### src/rtl/mbx_pkg.sv
`timescale 1ns/1ps
package mbx_pkg;

    // Register selection on either port; the mapping is shared by both sides.
    typedef enum logic [1:0] {
        MBX_DATA = 2'd0,
        MBX_STAT = 2'd1,
        MBX_EN   = 2'd2,
        MBX_BELL = 2'd3
    } mbx_reg_e;

    // Pending source positions inside the status and enable registers.
    localparam int SRC_RX    = 0;
    localparam int SRC_TAKEN = 1;
    localparam int SRC_BELL  = 2;
    localparam int SRC_FE    = 3;
    localparam int NUM_SRC   = 4;

endpackage

### src/rtl/mbx_slot.sv
`timescale 1ns/1ps
module mbx_slot #(
    parameter int DW = 16
) (
    input  logic          clk,
    input  logic          rst_n,
    input  logic          wr_i,
    input  logic [DW-1:0] wdata_i,
    input  logic          rd_i,
    output logic [DW-1:0] data_o,
    output logic          full_o,
    output logic          acc_o,
    output logic          take_o
);

    typedef struct packed {
        logic [DW-1:0] data;
        logic          full;
    } slot_t;

    slot_t slot_d, slot_q;

    always_comb begin
        slot_d = slot_q;
        acc_o  = wr_i && !slot_q.full;
        take_o = rd_i && slot_q.full;
        if (take_o) begin
            slot_d.full = 1'b0;
        end
        if (acc_o) begin
            slot_d.data = wdata_i;
            slot_d.full = 1'b1;
        end
    end

    always_ff @(posedge clk) begin
        if (!rst_n) begin
            slot_q <= '0;
        end else begin
            slot_q <= slot_d;
        end
    end

    assign data_o = slot_q.data;
    assign full_o = slot_q.full;

endmodule

### src/rtl/mbx_side.sv
`timescale 1ns/1ps
module mbx_side
    import mbx_pkg::*;
#(
    parameter int DW   = 16,
    parameter int NSRC = 4
) (
    input  logic            clk,
    input  logic            rst_n,
    input  logic            hold_i,
    input  logic            wr_i,
    input  logic            rd_i,
    input  logic [1:0]      addr_i,
    input  logic [DW-1:0]   wdata_i,
    input  logic [NSRC-1:0] set_i,
    input  logic [DW-1:0]   in_data_i,
    input  logic            in_full_i,
    input  logic            out_full_i,
    output logic [DW-1:0]   rdata_o,
    output logic            irq_o,
    output logic            data_wr_o,
    output logic            data_rd_o,
    output logic            bell_o,
    output logic [NSRC-1:0] pend_o,
    output logic [NSRC-1:0] en_o
);

    typedef struct packed {
        logic [NSRC-1:0] pend;
        logic [NSRC-1:0] en;
    } side_t;

    side_t side_d, side_q;

    logic            acc_wr;
    logic            acc_rd;
    logic [NSRC-1:0] clr_mask;
    logic            unused_wbits;

    assign unused_wbits = ^wdata_i[DW-1:NSRC];

    always_comb begin
        acc_wr    = wr_i && !hold_i;
        acc_rd    = rd_i && !hold_i;
        data_wr_o = acc_wr && (addr_i == MBX_DATA);
        data_rd_o = acc_rd && (addr_i == MBX_DATA);
        bell_o    = acc_wr && (addr_i == MBX_BELL) && wdata_i[0];
        clr_mask  = (acc_wr && (addr_i == MBX_STAT)) ? wdata_i[NSRC-1:0] : '0;

        side_d      = side_q;
        side_d.pend = (side_q.pend & ~clr_mask) | set_i;
        if (acc_wr && (addr_i == MBX_EN)) begin
            side_d.en = wdata_i[NSRC-1:0];
        end
        if (hold_i) begin
            side_d = '0;
        end
    end

    always_ff @(posedge clk) begin
        if (!rst_n) begin
            side_q <= '0;
        end else begin
            side_q <= side_d;
        end
    end

    always_comb begin
        rdata_o = '0;
        if (!hold_i) begin
            unique case (addr_i)
                MBX_DATA: rdata_o = in_data_i;
                MBX_STAT: begin
                    rdata_o[NSRC-1:0] = side_q.pend;
                    rdata_o[NSRC]     = out_full_i;
                    rdata_o[NSRC+1]   = in_full_i;
                end
                MBX_EN:   rdata_o[NSRC-1:0] = side_q.en;
                default:  rdata_o = '0;
            endcase
        end
    end

    assign irq_o  = |(side_q.pend & side_q.en);
    assign pend_o = side_q.pend;
    assign en_o   = side_q.en;

endmodule

### src/rtl/host_dsp_mailbox.sv
`timescale 1ns/1ps
module host_dsp_mailbox
    import mbx_pkg::*;
#(
    parameter int DW = 16
) (
    input  logic          clk,
    input  logic          rst_n,
    input  logic          dsp_rst_n,
    input  logic          host_wr_i,
    input  logic          host_rd_i,
    input  logic [1:0]    host_addr_i,
    input  logic [DW-1:0] host_wdata_i,
    output logic [DW-1:0] host_rdata_o,
    input  logic          dsp_wr_i,
    input  logic          dsp_rd_i,
    input  logic [1:0]    dsp_addr_i,
    input  logic [DW-1:0] dsp_wdata_i,
    output logic [DW-1:0] dsp_rdata_o,
    input  logic          fe_irq_i,
    output logic          host_irq_o,
    output logic          dsp_irq_o
);

    localparam int NSRC = NUM_SRC;

    // Slot toward the DSP (h2d) and toward the host (d2h).
    logic [DW-1:0]   h2d_data, d2h_data;
    logic            h2d_full, d2h_full;
    logic            h2d_acc, h2d_take, d2h_acc, d2h_take;

    logic            host_data_wr, host_data_rd, host_bell;
    logic            dsp_data_wr, dsp_data_rd, dsp_bell;
    logic [NSRC-1:0] host_set, dsp_set;
    logic [NSRC-1:0] host_pend, host_en, dsp_pend, dsp_en;
    logic            dsp_mbox_irq;

    always_comb begin
        host_set            = '0;
        host_set[SRC_RX]    = d2h_acc;
        host_set[SRC_TAKEN] = h2d_take;
        host_set[SRC_BELL]  = dsp_bell;
        host_set[SRC_FE]    = fe_irq_i;

        dsp_set             = '0;
        dsp_set[SRC_RX]     = h2d_acc;
        dsp_set[SRC_TAKEN]  = d2h_take;
        dsp_set[SRC_BELL]   = host_bell;
    end

    mbx_slot #(.DW(DW)) u_h2d (
        .clk     (clk),
        .rst_n   (rst_n),
        .wr_i    (host_data_wr),
        .wdata_i (host_wdata_i),
        .rd_i    (dsp_data_rd),
        .data_o  (h2d_data),
        .full_o  (h2d_full),
        .acc_o   (h2d_acc),
        .take_o  (h2d_take)
    );

    mbx_slot #(.DW(DW)) u_d2h (
        .clk     (clk),
        .rst_n   (rst_n),
        .wr_i    (dsp_data_wr),
        .wdata_i (dsp_wdata_i),
        .rd_i    (host_data_rd),
        .data_o  (d2h_data),
        .full_o  (d2h_full),
        .acc_o   (d2h_acc),
        .take_o  (d2h_take)
    );

    mbx_side #(.DW(DW), .NSRC(NSRC)) u_host (
        .clk        (clk),
        .rst_n      (rst_n),
        .hold_i     (1'b0),
        .wr_i       (host_wr_i),
        .rd_i       (host_rd_i),
        .addr_i     (host_addr_i),
        .wdata_i    (host_wdata_i),
        .set_i      (host_set),
        .in_data_i  (d2h_data),
        .in_full_i  (d2h_full),
        .out_full_i (h2d_full),
        .rdata_o    (host_rdata_o),
        .irq_o      (host_irq_o),
        .data_wr_o  (host_data_wr),
        .data_rd_o  (host_data_rd),
        .bell_o     (host_bell),
        .pend_o     (host_pend),
        .en_o       (host_en)
    );

    mbx_side #(.DW(DW), .NSRC(NSRC)) u_dsp (
        .clk        (clk),
        .rst_n      (rst_n),
        .hold_i     (!dsp_rst_n),
        .wr_i       (dsp_wr_i),
        .rd_i       (dsp_rd_i),
        .addr_i     (dsp_addr_i),
        .wdata_i    (dsp_wdata_i),
        .set_i      (dsp_set),
        .in_data_i  (h2d_data),
        .in_full_i  (h2d_full),
        .out_full_i (d2h_full),
        .rdata_o    (dsp_rdata_o),
        .irq_o      (dsp_mbox_irq),
        .data_wr_o  (dsp_data_wr),
        .data_rd_o  (dsp_data_rd),
        .bell_o     (dsp_bell),
        .pend_o     (dsp_pend),
        .en_o       (dsp_en)
    );

    // The front-end request shares the DSP interrupt input.
    assign dsp_irq_o = dsp_mbox_irq | fe_irq_i;

endmodule

### config.mk
export PLATFORM = sky130hd
export DESIGN_NAME = host_dsp_mailbox
export DESIGN_NICKNAME = d
export VERILOG_FILES = /design/src/rtl/mbx_pkg.sv /design/src/rtl/mbx_slot.sv /design/src/rtl/mbx_side.sv /design/src/rtl/host_dsp_mailbox.sv
export SDC_FILE = /design/constraint.sdc
export NUM_CORES = 1
export LEC_CHECK = 0
export ABC_AREA = 1
export BUFFER_PORTS_ARGS = -buffer_cell sky130_fd_sc_hd__buf_2
export CORE_ASPECT_RATIO = 1.75
export CORE_MARGIN = 3
export CORE_UTILIZATION = 54
export DETAILED_ROUTE_END_ITERATION = 10
export GPL_ROUTABILITY_DRIVEN = 0
export PLACE_DENSITY = 0.84
export SYNTH_ARGS = -nofsm -noshare
export SYNTH_HDL_FRONTEND = slang
export SYNTH_SLANG_ARGS = --single-unit
### constraint.sdc
create_clock -name clk -period 2.2 [get_ports clk]
set_clock_uncertainty 0.2 [all_clocks]
set_input_delay 0.22 -clock clk [delete_from_list [all_inputs] [get_ports clk]]
set_output_delay 0.22 -clock clk [all_outputs]
set_load 0.05 [all_outputs]
Word-level counts from Yosys, hierarchy flattened
Index checks and enable logic that the tools add are counted.
Widths: inputs -> output; s select.
{"block": "op_classes", "n_bitwise": 9, "reduce_logical": 27, "muxes": 13, "n_eq_ne": 6}
{"cell": "$pmux 4 s3", "n": 2}
{"cell": "$mux 10", "n": 2}
{"cell": "$logic_and 1x1->1", "n": 18}
{"cell": "$and 4x4->4", "n": 4}
{"cell": "$mux 16", "n": 1}
{"cell": "$eq 2x2->1 const B", "n": 4}
{"cell": "$mux 4", "n": 2}
{"cell": "$not 4->4", "n": 2}
{"cell": "$pmux 2 s2", "n": 2}
{"cell": "$reduce_or 4->1", "n": 2}
{"cell": "$eq 2x1->1 const B", "n": 2}
{"cell": "$logic_not 2->1", "n": 2}
{"cell": "$mux 1", "n": 4}
{"cell": "$or 4x3->4", "n": 1}
{"cell": "$or 4x4->4", "n": 1}
{"cell": "$reduce_bool 2->1", "n": 2}
{"cell": "$logic_not 1->1", "n": 2}
{"cell": "$reduce_and 2->1", "n": 1}
{"cell": "$or 1x1->1", "n": 1}
{"block": "word_totals", "elab_cells": 63, "input_bits": 44, "out_inout_bits": 34, "register_bits": 50}

Longest topological paths before layout
{"block": "logic_depth", "word_depth": 6, "ltp_mapped": 8, "depth_no_buf": 7}

By module
A second synthesis with hierarchy kept.
{"block": "unflattened", "hier_cells": 445, "hier_area_um2": 2733.9}
{"mod": "mbx_slot", "instances": 2, "cells_per_inst": 110, "area_per_inst_um2": 742.0}
{"mod": "mbx_side", "instances": 2, "cells_per_inst": 110, "area_per_inst_um2": 615.6}
{"mod": "host_dsp_mailbox", "instances": 1, "cells_per_inst": 5, "area_per_inst_um2": 18.8}

Worst setup path before layout
OpenSTA, ideal clock, no wires.
{"block": "synth_path", "kind": "input-to-output", "startpoint": "input port dsp_addr_i[0]", "endpoint": "output port dsp_rdata_o[4]", "setup_slack_ps": 437, "path_stages": 4, "path_buffers": 0, "required_time_ps": 1780, "arrival_ps": 1343, "path_cell_list": "inv_1 > nor2_2 > nand2_1 > o22ai_1"}
{"block": "synth_via", "elab_chain_cells": 3}
{"element": "from (decl)", "line_no": "host_dsp_mailbox.sv:17", "rtl": "input logic [1:0] dsp_addr_i,"}
{"element": "$eq 2x1->1 / $logic_not 2->1 (equally long branches)", "line_no": "mbx_side.sv:71", "rtl": "unique case (addr_i)"}
{"element": "$pmux 2 s2 (*)", "line_no": "mbx_side.sv:71"}
{"element": "$mux 16 (*)", "line_no": "mbx_side.sv:70", "rtl": "if (!hold_i) begin"}
{"element": "to (decl)", "line_no": "host_dsp_mailbox.sv:19", "rtl": "output logic [DW-1:0] dsp_rdata_o,"}
Mark *: on every way between the ends. The rest lies on a longest branch, timed or not.

Worst setup path in the final report
{"block": "layout_path", "startpoint": "input port host_addr_i[1]", "endpoint": "output port host_rdata_o[0]"}
{"block": "layout_via", "elab_chain_cells": 2}
{"element": "from (decl)", "line_no": "host_dsp_mailbox.sv:12", "rtl": "input logic [1:0] host_addr_i,"}
{"element": "$eq 2x2->1, or another cell as far along", "line_no": "mbx_side.sv:71"}
{"element": "$pmux 4 s3 (*)", "line_no": "mbx_side.sv:71"}
{"element": "to (decl)", "line_no": "host_dsp_mailbox.sv:14", "rtl": "output logic [DW-1:0] host_rdata_o,"}
Marked as above.

==> results.toml <==
[run_status]
outcome = "complete, no violations"

[cts]
cts_resized = 0
post-cts-setup-buffers = 0
cts_root_buffer = "clkbuf_8"
clk_pin_slew_ps = 90
numCtsBuffers = 5
clock-sinks = 50
cts_buffer_depth = 2
htreeDepth = 2
clock_latency_ps = 300
cts_tree = "built"

[yosys]
synth_nets = 417
ys_types = 23
syn_area_um2 = 2410
synth_edf_count = 0
yosys_warnings = 0
ys_seq_area_share_pct = 41.5
async_flop_share_pct = 0
synth_area_leaders = "dfxtp_1, nand2_1, nor2_1, inv_1, nand3_1"
syn_inst = 373
ys_seq_elements = 50
yosys.area.top_type = "dfxtp_1"
yosys_most_used_dff = "dfxtp_1"
netlist.area_leader.share_pct = 41.5
syn_avg_cell_area_um2 = 6.46

[worst_setup_path]
cp-end-kind = "output port"
worstPathMaxFanout = 16
cp.arrival_ps = 1430
r2r_setup_slack_ps = 570
cp_top_family = "buffers and inverters"
worst_setup_path_start_kind = "input pin"
crit_top_cell = "buf_2"
r2r-start = "u_h2d.full_o"
path_buf_inv = 3
cp_slowest_cell = "buf_2"
max_stage_delay_ps = 310
crit_start = "host_addr_i[1]"
crit_required_ps = 1780
path_cells = "buf_2, nor2_4, inv_1, o211ai_1, buf_2"
crit_type = "input pin to output port"

[power_and_ir_drop]
p_switching_mw = 0.505
power.leakage_nw = 1.67
ir_drop_mv = 0.510
swShare_pct = 27.8
clkPwrFrac_pct = 31.4
p_int_mw = 1.31
power_frac_seq_pct = 52.4
powerDensity_nw_per_um2 = 573
power.total_mw = 1.82
p_comb_share_pct = 16.2

[floorplanning]
coreArea_um2 = 4230
fp.dieW_um = 56.5
start_util_pct = 57.0
fp.dieH_um = 94.4
ios = 78
core.rowCount = 31
dieArea_um2 = 5330

[finish]
fin_area_um2 = 3170
drive_gt1_share_pct = 20.0
n_antenna_cell = 0
nets = 519
fillers = 361
finish.utilization_pct = 74.9
area_growth_pct = 31.3

[detailed_routing]
avgViaCountPerCell = 4.96
detail-route-antenna-nets = 0
firstDrtPassIters = 4
drc = 0
detail_route.iter0.violations = 70
vias = 2602
wirelength_um = 6300
wl_per_cell_um = 12.0

[sta]
worst_slew_pin_slew_ps = 549
maxSlewViolCount = 0
rsz0062_at_grt = "false"
timing_hold_violations_final = 0
finalSetupViolations = 0
max_freq_mhz = 541
relSlewSlack_pct = 63.4
fin_crit_ps = 1850
fin_crit_sh_pct = 84.0
timing.final.ws_setup_ps = 353
finalSetupTns_ps = 0

[placed_design]
dpl.hpwl_um = 4410
portBuffers = 77
dp_slack_ps = 394
placement.cell_area_um2 = 2770

[global_routing]
grt_overflow = 0
grt_pass1_vias = 2495
grt_pass1_wl_um = 10500
antenna_found_initial = 0
grt_start_max_net_pins = 34
track_usage_pct = 24.4

[hold_path]
min_from = "host_wdata_i[0]"
holdCritPathClass = "input pin to flip-flop"

[run]
drv_cap = 0
## power groups by stage
stage	Clock [mW]	Combinational, mW	Sequential (mW)
6_report	0.570	0.293	0.952
5_1_grt	0.611	0.326	0.956
3_5_place_dp	0	0.249	0.973
2_1_floorplan	0	0.170	0.969
3_3_place_gp	0	0.245	0.972
4_1_cts	0.583	0.291	0.952
## kinds of logic (layout without fill, tap and decap cells)
logic type / after synthesis / in the layout / synth area share (%)
simple gates: 232 / 232 / 39.8
buf+inv: 61 / 164 / 11.7
flops: 50 / 50 / 41.5
compound gates: 30 / 30 / 7.01
## flip-flops by register name, indices dropped and copies added, names as in the netlist
register and cells:
u_d2h.data_o 16, u_d2h.full_o 1, u_dsp.en_o 4, u_dsp.pend_o 4, u_h2d.data_o 16, u_h2d.full_o 1
u_host.en_o 4, u_host.pend_o 4
## worst paths after layout
path                            cells after the start               to
worst max-delay path                                5  host_rdata_o[0]
worst min-delay path                                3  u_dsp.pend_o[2]
worst max register to register                      4  u_h2d.data_o[6]
worst min register to register                      2  u_h2d.data_o[0]
## cell usage in the layout, fill, tap and decap left out, drive strengths merged
| cell | synthesis | layout |
|---|---|---|
| clkinv | 1 | 1 |
| dfxtp | 50 | 50 |
| nor3b | 1 | 1 |
| nand2 | 107 | 107 |
| o21ai | 8 | 8 |
| dlygate4sd3 | 0 | 30 |
| buf | 13 | 79 |
| nand4 | 9 | 9 |
| nor2 | 99 | 99 |
| a21oi | 14 | 14 |
| clkbuf | 1 | 6 |
| inv | 46 | 47 |
| clkinvlp | 0 | 1 |
| nand3 | 16 | 16 |
| o211ai | 4 | 4 |
| o22ai | 4 | 4 |
## stage by stage
stage	instances	hold slack, ps
after floorplan	373	154
after global placement	487	242
after detailed placement	487	247
after CTS	525	0.0173
after global routing	525	11.7
final	525	13.4
## cell type report
type,count,area [µm²],share of cell area (%)
sequential,50,1000,31.6
clock buffer,6,82.6,2.61
inverter,47,176,5.57
multi-input combinational,262,1130,35.6
tap,49,61.3,1.94
clock inverter,2,16.3,0.514
timing repair buffer,109,701,22.1
## repair_timing
item / CTS / global route
hold buffers: 30 / 0
hold endpoints to repair: 32 / 0
endpoints found under the setup margin: 0 / 0
## cell usage after synthesis, types with 2 or more instances
master and number:
nor2_4 2, dfxtp_1 50, o21ai_0 8, a21oi_1 13
o211ai_1 4, inv_1 45, nor2_1 96, buf_6 6
o22ai_1 4, nand4_1 9, nand3_1 14, nand2_1 106
buf_2 6
## per-layer routing
layer | share of wire, % | track usage (%)
met1 | 39 | 25.7
met2 | 53 | 47.0
met3 | 5.1 | 3.28
met4 | 2.8 | 10.1
met5 | 0 | 0
## worst reg2reg max path, delay by kind of cell, from the launching register on
family,cells,cell delay (ps)
buffers and inverters,1,200
flip-flops,1,330
AND/OR/NAND/NOR,3,810
(Power assumes the default switching activity.)
